<file path="config.mk">
export PLATFORM = sky130hd
export DESIGN_NAME = smb_ctl_target
export DESIGN_NICKNAME = d
export VERILOG_FILES = /design/src/rtl/smb_tgt_pkg.sv /design/src/rtl/smb_pin_filter.sv /design/src/rtl/smb_reg_bank.sv /design/src/rtl/smb_link.sv /design/src/rtl/smb_ctl_target.sv
export SDC_FILE = /design/constraint.sdc
export NUM_CORES = 1
export LEC_CHECK = 0
export ABC_AREA = 0
export CAP_MARGIN = 0
export CORE_MARGIN = 2
export CORE_UTILIZATION = 49
export DETAILED_ROUTE_END_ITERATION = 8
export HOLD_SLACK_MARGIN = 0.03
export PLACE_DENSITY = 0.84
export SYNTH_ARGS = -nofsm -noshare
export SYNTH_HDL_FRONTEND = slang
export SYNTH_SLANG_ARGS = --single-unit
export TNS_END_PERCENT = 1
</file>
<file path="constraint.sdc">
create_clock -name clk -period 2.6 [get_ports clk]
set_input_delay 0.52 -clock clk [delete_from_list [all_inputs] [get_ports clk]]
set_output_delay 0.52 -clock clk [all_outputs]
set_load 0.005 [all_outputs]
</file>
<file path="src/rtl/smb_tgt_pkg.sv">
package smb_tgt_pkg;

   typedef enum logic [2:0] {
      LNK_IDLE,
      LNK_RX,
      LNK_RACK,
      LNK_TX,
      LNK_TACK
   } lnk_state_e;

   typedef enum logic [1:0] {
      RX_ADDR,
      RX_CMD,
      RX_COUNT,
      RX_DATA
   } rx_kind_e;

   // Power-up value of a writable configuration byte.
   function automatic logic [7:0] reset_value(input int idx);
      case (idx)
         0:       return 8'hEF;
         1:       return 8'hC0;
         2:       return 8'hFF;
         3:       return 8'hF0;
         15:      return 8'h16;
         16:      return 8'h40;
         default: return 8'h00;
      endcase
   endfunction

endpackage

</file>
<file path="src/rtl/smb_pin_filter.sv">
module smb_pin_filter #(
   parameter int FILT_LEN = 3
) (
   input  logic clk,
   input  logic rst_n,
   input  logic pin_i,
   output logic level_o,
   output logic rise_o,
   output logic fall_o
);
   logic [1:0] sync_q;
   logic       upd;

   always_ff @(posedge clk or negedge rst_n) begin
      if (!rst_n) sync_q <= 2'b11;
      else        sync_q <= {sync_q[0], pin_i};
   end

   generate
      if (FILT_LEN <= 1) begin : g_bypass
         assign upd = (sync_q[1] != level_o);
      end else begin : g_count
         localparam int CW = $clog2(FILT_LEN + 1);
         logic [CW-1:0] run_q;
         always_ff @(posedge clk or negedge rst_n) begin
            if (!rst_n)                 run_q <= '0;
            else if (sync_q[1] == level_o || upd) run_q <= '0;
            else                        run_q <= run_q + 1'b1;
         end
         assign upd = (sync_q[1] != level_o) && (int'(run_q) == FILT_LEN - 1);
      end
   endgenerate

   always_ff @(posedge clk or negedge rst_n) begin
      if (!rst_n) begin
         level_o <= 1'b1;
         rise_o  <= 1'b0;
         fall_o  <= 1'b0;
      end else begin
         rise_o <= upd &  sync_q[1];
         fall_o <= upd & ~sync_q[1];
         if (upd) level_o <= sync_q[1];
      end
   end
endmodule

</file>
<file path="src/rtl/smb_reg_bank.sv">
module smb_reg_bank
   import smb_tgt_pkg::*;
#(
   parameter int                   REG_COUNT = 22,
   parameter logic [REG_COUNT-1:0] WR_MASK   = 22'h3F800F,
   parameter int                   RO_BASE   = 4,
   parameter int                   RO_COUNT  = 7,
   parameter int                   ID0_OFF   = 11,
   parameter int                   ID1_OFF   = 12,
   parameter logic [7:0]           ID0_VAL   = 8'h81,
   parameter logic [7:0]           ID1_VAL   = 8'hA0,
   parameter int                   CNT_OFF   = 15
) (
   input  logic                   clk,
   input  logic                   rst_n,
   input  logic                   wr_en,
   input  logic [6:0]             wr_addr,
   input  logic [7:0]             wr_data,
   input  logic [6:0]             rd_addr,
   output logic [7:0]             rd_data,
   output logic [7:0]             cnt_o,
   input  logic [RO_COUNT*8-1:0]  hw_status_i,
   output logic [REG_COUNT*8-1:0] cfg_o
);
   localparam int IDX_W  = $clog2(REG_COUNT);
   localparam int VIEW_N = 2 ** IDX_W;

   logic [7:0] view [VIEW_N];

   for (genvar i = 0; i < VIEW_N; i++) begin : g_slot
      if (i >= REG_COUNT) begin : g_none
         assign view[i] = 8'h00;
      end else if (WR_MASK[i]) begin : g_wr
         logic [7:0] q;
         always_ff @(posedge clk or negedge rst_n) begin
            if (!rst_n)                          q <= reset_value(i);
            else if (wr_en && int'(wr_addr) == i) q <= wr_data;
         end
         assign view[i]           = q;
         assign cfg_o[i*8 +: 8]   = q;
      end else begin : g_fixed
         if (i >= RO_BASE && i < RO_BASE + RO_COUNT) begin : g_ro
            assign view[i] = hw_status_i[(i-RO_BASE)*8 +: 8];
         end else if (i == ID0_OFF) begin : g_id0
            assign view[i] = ID0_VAL;
         end else if (i == ID1_OFF) begin : g_id1
            assign view[i] = ID1_VAL;
         end else begin : g_rsv
            assign view[i] = 8'h00;
         end
         assign cfg_o[i*8 +: 8] = 8'h00;
      end
   end

   assign rd_data = (int'(rd_addr) < REG_COUNT) ? view[rd_addr[IDX_W-1:0]] : 8'h00;
   assign cnt_o   = view[CNT_OFF];
endmodule

</file>
<file path="src/rtl/smb_link.sv">
module smb_link
   import smb_tgt_pkg::*;
#(
   parameter logic [6:0] DEV_ADDR = 7'h69
) (
   input  logic       clk,
   input  logic       rst_n,
   input  logic       scl_rise,
   input  logic       scl_fall,
   input  logic       sda_lvl,
   input  logic       start_p,
   input  logic       stop_p,
   output logic       sda_oe_o,
   output logic       wr_en_o,
   output logic [6:0] wr_addr_o,
   output logic [7:0] wr_data_o,
   output logic [6:0] rd_addr_o,
   input  logic [7:0] rd_data_i,
   input  logic [7:0] cnt_i
);
   lnk_state_e st_q;
   rx_kind_e   kind_q;
   logic [7:0] sh_q;
   logic [3:0] bit_q;
   logic [6:0] ptr_q;
   logic       cnt_first_q, go_tx_q, acked_q;
   logic [7:0] tx_next;

   assign rd_addr_o = ptr_q;
   assign tx_next   = cnt_first_q ? cnt_i : rd_data_i;

   always_ff @(posedge clk or negedge rst_n) begin
      if (!rst_n) begin
         st_q <= LNK_IDLE;  kind_q <= RX_ADDR;  sh_q <= '0;  bit_q <= '0;
         ptr_q <= '0;  cnt_first_q <= 1'b0;  go_tx_q <= 1'b0;  acked_q <= 1'b0;
         sda_oe_o <= 1'b0;  wr_en_o <= 1'b0;  wr_addr_o <= '0;  wr_data_o <= '0;
      end else begin
         wr_en_o <= 1'b0;
         if (start_p) begin
            st_q <= LNK_RX;  kind_q <= RX_ADDR;  bit_q <= '0;  sda_oe_o <= 1'b0;
         end else if (stop_p) begin
            st_q <= LNK_IDLE;  sda_oe_o <= 1'b0;
         end else begin
            case (st_q)
               LNK_RX: begin
                  if (scl_rise) begin
                     sh_q  <= {sh_q[6:0], sda_lvl};
                     bit_q <= bit_q + 1'b1;
                  end else if (scl_fall && bit_q == 4'd8) begin
                     bit_q    <= '0;
                     st_q     <= LNK_RACK;
                     sda_oe_o <= 1'b1;
                     go_tx_q  <= 1'b0;
                     case (kind_q)
                        RX_ADDR: begin
                           if (sh_q[7:1] == DEV_ADDR) begin
                              go_tx_q <= sh_q[0];
                              kind_q  <= RX_CMD;
                           end else begin
                              st_q     <= LNK_IDLE;
                              sda_oe_o <= 1'b0;
                           end
                        end
                        RX_CMD: begin
                           cnt_first_q <= ~sh_q[7];
                           ptr_q       <= sh_q[7] ? sh_q[6:0] : 7'd0;
                           kind_q      <= sh_q[7] ? RX_DATA : RX_COUNT;
                        end
                        RX_COUNT: kind_q <= RX_DATA;
                        default: begin
                           wr_en_o   <= 1'b1;
                           wr_addr_o <= ptr_q;
                           wr_data_o <= sh_q;
                           ptr_q     <= ptr_q + 1'b1;
                        end
                     endcase
                  end
               end
               LNK_RACK, LNK_TACK: begin
                  if (scl_rise) acked_q <= ~sda_lvl;
                  if (scl_fall) begin
                     if ((st_q == LNK_RACK && go_tx_q) || (st_q == LNK_TACK && acked_q)) begin
                        sh_q     <= tx_next;
                        sda_oe_o <= ~tx_next[7];
                        bit_q    <= '0;
                        st_q     <= LNK_TX;
                        if (cnt_first_q) cnt_first_q <= 1'b0;
                        else             ptr_q       <= ptr_q + 1'b1;
                     end else begin
                        sda_oe_o <= 1'b0;
                        st_q     <= (st_q == LNK_RACK) ? LNK_RX : LNK_IDLE;
                     end
                  end
               end
               LNK_TX: begin
                  if (scl_fall) begin
                     if (bit_q == 4'd7) begin
                        sda_oe_o <= 1'b0;
                        st_q     <= LNK_TACK;
                     end else begin
                        sh_q     <= {sh_q[6:0], 1'b0};
                        sda_oe_o <= ~sh_q[6];
                        bit_q    <= bit_q + 1'b1;
                     end
                  end
               end
               default: ;
            endcase
         end
      end
   end
endmodule

</file>
<file path="src/rtl/smb_ctl_target.sv">
module smb_ctl_target
   import smb_tgt_pkg::*;
#(
   parameter int                   REG_COUNT = 22,
   parameter logic [REG_COUNT-1:0] WR_MASK   = 22'h3F800F,
   parameter int                   RO_BASE   = 4,
   parameter int                   RO_COUNT  = 7,
   parameter int                   CNT_OFF   = 15,
   parameter int                   FILT_LEN  = 3,
   parameter logic [6:0]           DEV_ADDR  = 7'h69
) (
   input  logic                   clk,
   input  logic                   rst_n,
   input  logic                   scl_i,
   input  logic                   sda_i,
   output logic                   sda_oe_o,
   input  logic [RO_COUNT*8-1:0]  hw_status_i,
   output logic [REG_COUNT*8-1:0] cfg_o
);
   if (REG_COUNT < 2 || REG_COUNT > 128) begin : g_bad_count
      $error("REG_COUNT must lie in 2..128");
   end
   if (CNT_OFF >= REG_COUNT || RO_BASE + RO_COUNT > REG_COUNT) begin : g_bad_map
      $error("register map exceeds REG_COUNT");
   end
   if (FILT_LEN < 1) begin : g_bad_filt
      $error("FILT_LEN must be at least 1");
   end

   logic scl_lvl, scl_rise, scl_fall, sda_lvl, sda_rise, sda_fall;
   logic start_p, stop_p;
   logic       wr_en;
   logic [6:0] wr_addr, rd_addr;
   logic [7:0] wr_data, rd_data, cnt_val;

   smb_pin_filter #(.FILT_LEN(FILT_LEN)) u_scl_filt (
      .clk(clk), .rst_n(rst_n), .pin_i(scl_i),
      .level_o(scl_lvl), .rise_o(scl_rise), .fall_o(scl_fall));

   smb_pin_filter #(.FILT_LEN(FILT_LEN)) u_sda_filt (
      .clk(clk), .rst_n(rst_n), .pin_i(sda_i),
      .level_o(sda_lvl), .rise_o(sda_rise), .fall_o(sda_fall));

   assign start_p = sda_fall & scl_lvl;
   assign stop_p  = sda_rise & scl_lvl;

   smb_link #(.DEV_ADDR(DEV_ADDR)) u_link (
      .clk(clk), .rst_n(rst_n), .scl_rise(scl_rise), .scl_fall(scl_fall),
      .sda_lvl(sda_lvl), .start_p(start_p), .stop_p(stop_p), .sda_oe_o(sda_oe_o),
      .wr_en_o(wr_en), .wr_addr_o(wr_addr), .wr_data_o(wr_data),
      .rd_addr_o(rd_addr), .rd_data_i(rd_data), .cnt_i(cnt_val));

   smb_reg_bank #(
      .REG_COUNT(REG_COUNT), .WR_MASK(WR_MASK), .RO_BASE(RO_BASE),
      .RO_COUNT(RO_COUNT), .CNT_OFF(CNT_OFF)
   ) u_bank (
      .clk(clk), .rst_n(rst_n), .wr_en(wr_en), .wr_addr(wr_addr),
      .wr_data(wr_data), .rd_addr(rd_addr), .rd_data(rd_data), .cnt_o(cnt_val),
      .hw_status_i(hw_status_i), .cfg_o(cfg_o));
endmodule

</file>
==> impl_metrics.env <==
export IMPL_yosysUniqueCellTypes=70
export IMPL_fp_dieH_um=135
export IMPL_cp_startpoint="u_link.st_q[2]$_DFFE_PN0P_"
export IMPL_crit_path_end="u_link.wr_addr_o[6]$_DFFE_PN0P_"
export IMPL_clock_latency_ps=430
export IMPL_ys_flop_type="dfrtp_1"
export IMPL_power_frac_seq_pct=43.1
export IMPL_post_cts_resized=0
export IMPL_postSynth_asyncResetShare_pct=100
export IMPL_worst_pin_slew_ps=682
export IMPL_n_antenna_cell=0
export IMPL_post_route_util_pct=62.8
export IMPL_nFillCells=1276
export IMPL_wl_mm=23.4
export IMPL_cts_buffers=17
export IMPL_clockBufferDepth=2
export IMPL_ant_nets=0
export IMPL_timing_hold_ws_ps=119
export IMPL_grt_pass1_wl_mm=35.8
export IMPL_dr_pass1_iters=5
export IMPL_grtUsageMet2_pct=41.2
export IMPL_clk_pin_slew_ps=60
export IMPL_fmax_mhz=442
export IMPL_start_util_pct=50.3
export IMPL_fin_tns_setup_ps=0
export IMPL_slew_violations=0
export IMPL_area_growth_pct=24.9
export IMPL_finalHoldViolCount=0
export IMPL_peakVddDrop_mv=0.482
export IMPL_dpl_cell_area_um2=9810
export IMPL_run_status="finished clean"
export IMPL_r2r_cells=6
export IMPL_grt_max_degree=74
export IMPL_track_usage_pct=26.0
export IMPL_synth_avg_cell_area_um2=11.2
export IMPL_p_comb_share_pct=11.1
export IMPL_critical_path_endpoint_type="register"
export IMPL_syn_instance_count=748
export IMPL_critical_path_arrival_ps=2570
export IMPL_globalplace_congestion=0.938
export IMPL_avgRoutedWirePerCell_um=20.7
export IMPL_powerDensity_nw_per_um2=551
export IMPL_overflow=0
export IMPL_worst_path_max_fanout=18
export IMPL_critPathLaunchType="register"
export IMPL_grt_busiest_layer="met2"
export IMPL_die_area_um2=18200
export IMPL_fin_nets=966
export IMPL_first_global_vias=6362
export IMPL_r2r_slack_ps=340
export IMPL_synth_edf_count=0
export IMPL_io_pins=237
export IMPL_die_x_um=135
export IMPL_use_met1_pct=33.7
export IMPL_rsz0062_at_grt="false"
export IMPL_clock_power_share_pct=45.8
export IMPL_syn_area_um2=8380
export IMPL_post_cts_setup_buffer_count=0
export IMPL_post_place_ws_ps=330
export IMPL_ys_seq_area_share_pct=44.1
export IMPL_setup_ws_ps=339
export IMPL_relSlewSlack_pct=54.5
export IMPL_leakagePower_nw=4.52
export IMPL_fin_crit_ps=2260
export IMPL_rr_startpoint="u_link.st_q[2]$_DFFE_PN0P_"
export IMPL_drc=0
export IMPL_drive_above_1_share_pct=25.2
export IMPL_via_per_inst=5.72
export IMPL_criticalPathCategory="register to register"
export IMPL_clock_sinks=146
export IMPL_fin_crit_sh_pct=87.0
export IMPL_antenna_found_initial=0
export IMPL_r2r_end="u_link.wr_addr_o[6]$_DFFE_PN0P_"
export IMPL_hold_path_class="input port to asynchronous set/reset pin"
export IMPL_core_um2=16600
export IMPL_cap_viol_max_count=0
export IMPL_grtUsageMet3_pct=7.81
export IMPL_ys_warn_count=0
export IMPL_io_buffers=148
export IMPL_critPathRequiredTime_ps=2910
export IMPL_dr_total_vias=6462
export IMPL_ys_ff_latch=146
export IMPL_stdcell_area_um2=10500
export IMPL_first_iter_violations=520
export IMPL_row_count=47
export IMPL_h_tree_depth=4
export IMPL_ctsHoldBuffers=0
export IMPL_cts_tree="yes"
export IMPL_sw_frac_of_total_pct=24.6
export IMPL_fin_skew_ps=9.54
export IMPL_hpwl_mm=16.7
export IMPL_power_switching_mw=1.42
export IMPL_internal_power_mw=4.35
export IMPL_clockRootBuffer="clkbuf_16"
export IMPL_setup_violations_final=0
cells in the mapped netlist, types with 4 or more instances:
| master | instances | area share (%) |
|---|---|---|
| nand2_1 | 34 | 1.5 |
| o211ai_1 | 7 | 0.63 |
| o2bb2ai_1 | 5 | 0.52 |
| nand3_1 | 20 | 1.2 |
| clkbuf_1 | 18 | 0.81 |
| ha_1 | 9 | 1.3 |
| nand4_1 | 7 | 0.52 |
| mux2i_1 | 33 | 3.9 |
| nor3b_1 | 6 | 0.54 |
| mux4_2 | 13 | 3.5 |
| a22o_1 | 8 | 0.84 |
| o21ai_0 | 23 | 1.4 |
| nand2b_1 | 6 | 0.45 |
| inv_1 | 19 | 0.85 |
| and2_1 | 4 | 0.30 |
| o22a_1 | 7 | 0.73 |
| mux2_2 | 108 | 15 |
| nor3_1 | 10 | 0.60 |
| and3_1 | 5 | 0.37 |
| buf_2 | 18 | 1.1 |
| a21oi_1 | 15 | 0.90 |
| a22oi_1 | 4 | 0.36 |
| o22ai_1 | 15 | 1.1 |
| nor2b_1 | 5 | 0.37 |
| nor2_1 | 42 | 1.9 |
| buf_4 | 92 | 8.2 |
| nand3b_1 | 4 | 0.36 |
| dfrtp_1 | 115 | 34 |
| dfstp_2 | 31 | 9.7 |
worst min-delay path by stage:
stage                                               from                                 endpoint
final                                              rst_n  u_bank.g_slot[19].g_wr.q[4]$_DFFE_PN0P_
after global routing                               rst_n  u_bank.g_slot[19].g_wr.q[0]$_DFFE_PN0P_
after CTS                                          rst_n          u_link.wr_data_o[0]$_DFFE_PN0P_
after detailed placement  u_sda_filt.sync_q[0]$_DFF_PN1_           u_sda_filt.sync_q[1]$_DFF_PN1_
after global placement    u_sda_filt.sync_q[0]$_DFF_PN1_           u_sda_filt.sync_q[1]$_DFF_PN1_
after floorplan                                    rst_n              u_bank.cnt_o[0]$_DFFE_PN0P_
per-layer routing:
layer / up-vias / routed length (µm) / part of all wire (%)
met1: 3173 / 9340 / 40
met2: 394 / 11100 / 47
met4: 0 / 731 / 3.1
li1: 2841 / - / -
met3: 54 / 2260 / 9.6
met5: - / 0 / 0
area by class of cell:
| type | count | area (µm²) | area share, % |
|---|---|---|---|
| flip-flops and latches | 146 | 3690 | 35.3 |
| repair buffers | 175 | 1710 | 16.4 |
| clock inverters | 12 | 179 | 1.71 |
| multi-input cells | 537 | 4060 | 38.8 |
| inverters | 20 | 75.1 | 0.718 |
| clock buffers | 20 | 467 | 4.46 |
| well taps | 220 | 275 | 2.63 |
placed cells by master, fill, tap and decap left out, types with 8 or more instances in the layout:
| cell type | instances |
|---|---|
| a21oi_1 | 15 |
| a22o_1 | 8 |
| buf_4 | 25 |
| clkbuf_16 | 17 |
| clkdlybuf4s50_1 | 147 |
| conb_1 | 88 |
| dfrtp_1 | 113 |
| dfstp_2 | 31 |
| ha_1 | 9 |
| inv_1 | 19 |
| mux2_2 | 108 |
| mux2i_1 | 33 |
| mux4_2 | 13 |
| nand2_1 | 34 |
| nand3_1 | 20 |
| nor2_1 | 42 |
| nor3_1 | 10 |
| o21ai_0 | 23 |
| o22ai_1 | 15 |
flip-flops by register name, summed over array words and instances (netlist names), 2 cells and up:
name and count:
u_bank.cnt_o 8, u_bank.g_slot.g_wr.q 80, u_link.bit_q 4, u_link.kind_q 2, u_link.rd_addr_o 7, u_link.sh_q 8
u_link.st_q 3, u_link.wr_addr_o 7, u_link.wr_data_o 8, u_scl_filt.g_count.run_q 2, u_scl_filt.sync_q 2, u_sda_filt.g_count.run_q 2
u_sda_filt.sync_q 2
power groups by stage:
stage                     Clock, mW  Combinational [mW]  Sequential, mW
after floorplan                   0               0.524            2.43
after global placement            0               0.616            2.52
after detailed placement          0               0.633            2.52
after CTS                      2.67               0.637            2.48
after global routing           2.77               0.706            2.50
final                          2.64               0.640            2.48
metrics by stage:
step,power [mW],std cells
final,5.77,1130
after detailed placement,3.15,1098
after floorplan,2.95,835
after global placement,3.13,1098
after global routing,5.97,1130
after CTS,5.79,1130
critical path, cell delays in order (launching register included):
cell	delay [ps]
dfrtp_1	480
buf_4	210
nor4b_1	390
and2_1	290
nand3_1	190
buf_4	280
mux2_2	300
kinds of logic after synthesis:
logic type	after synthesis	synth area share, %
muxes	155	22.3
and+or+nand+nor	162	10.2
DFF	146	44.1
buffers and inverters	152	11.4
adders and majority gates	9	1.34
other	1	0.0448
xor gates and xnor gates	4	0.418
AOI/OAI and AO/OA	119	10.2
Note: power is estimated with default switching activity, not from simulation.
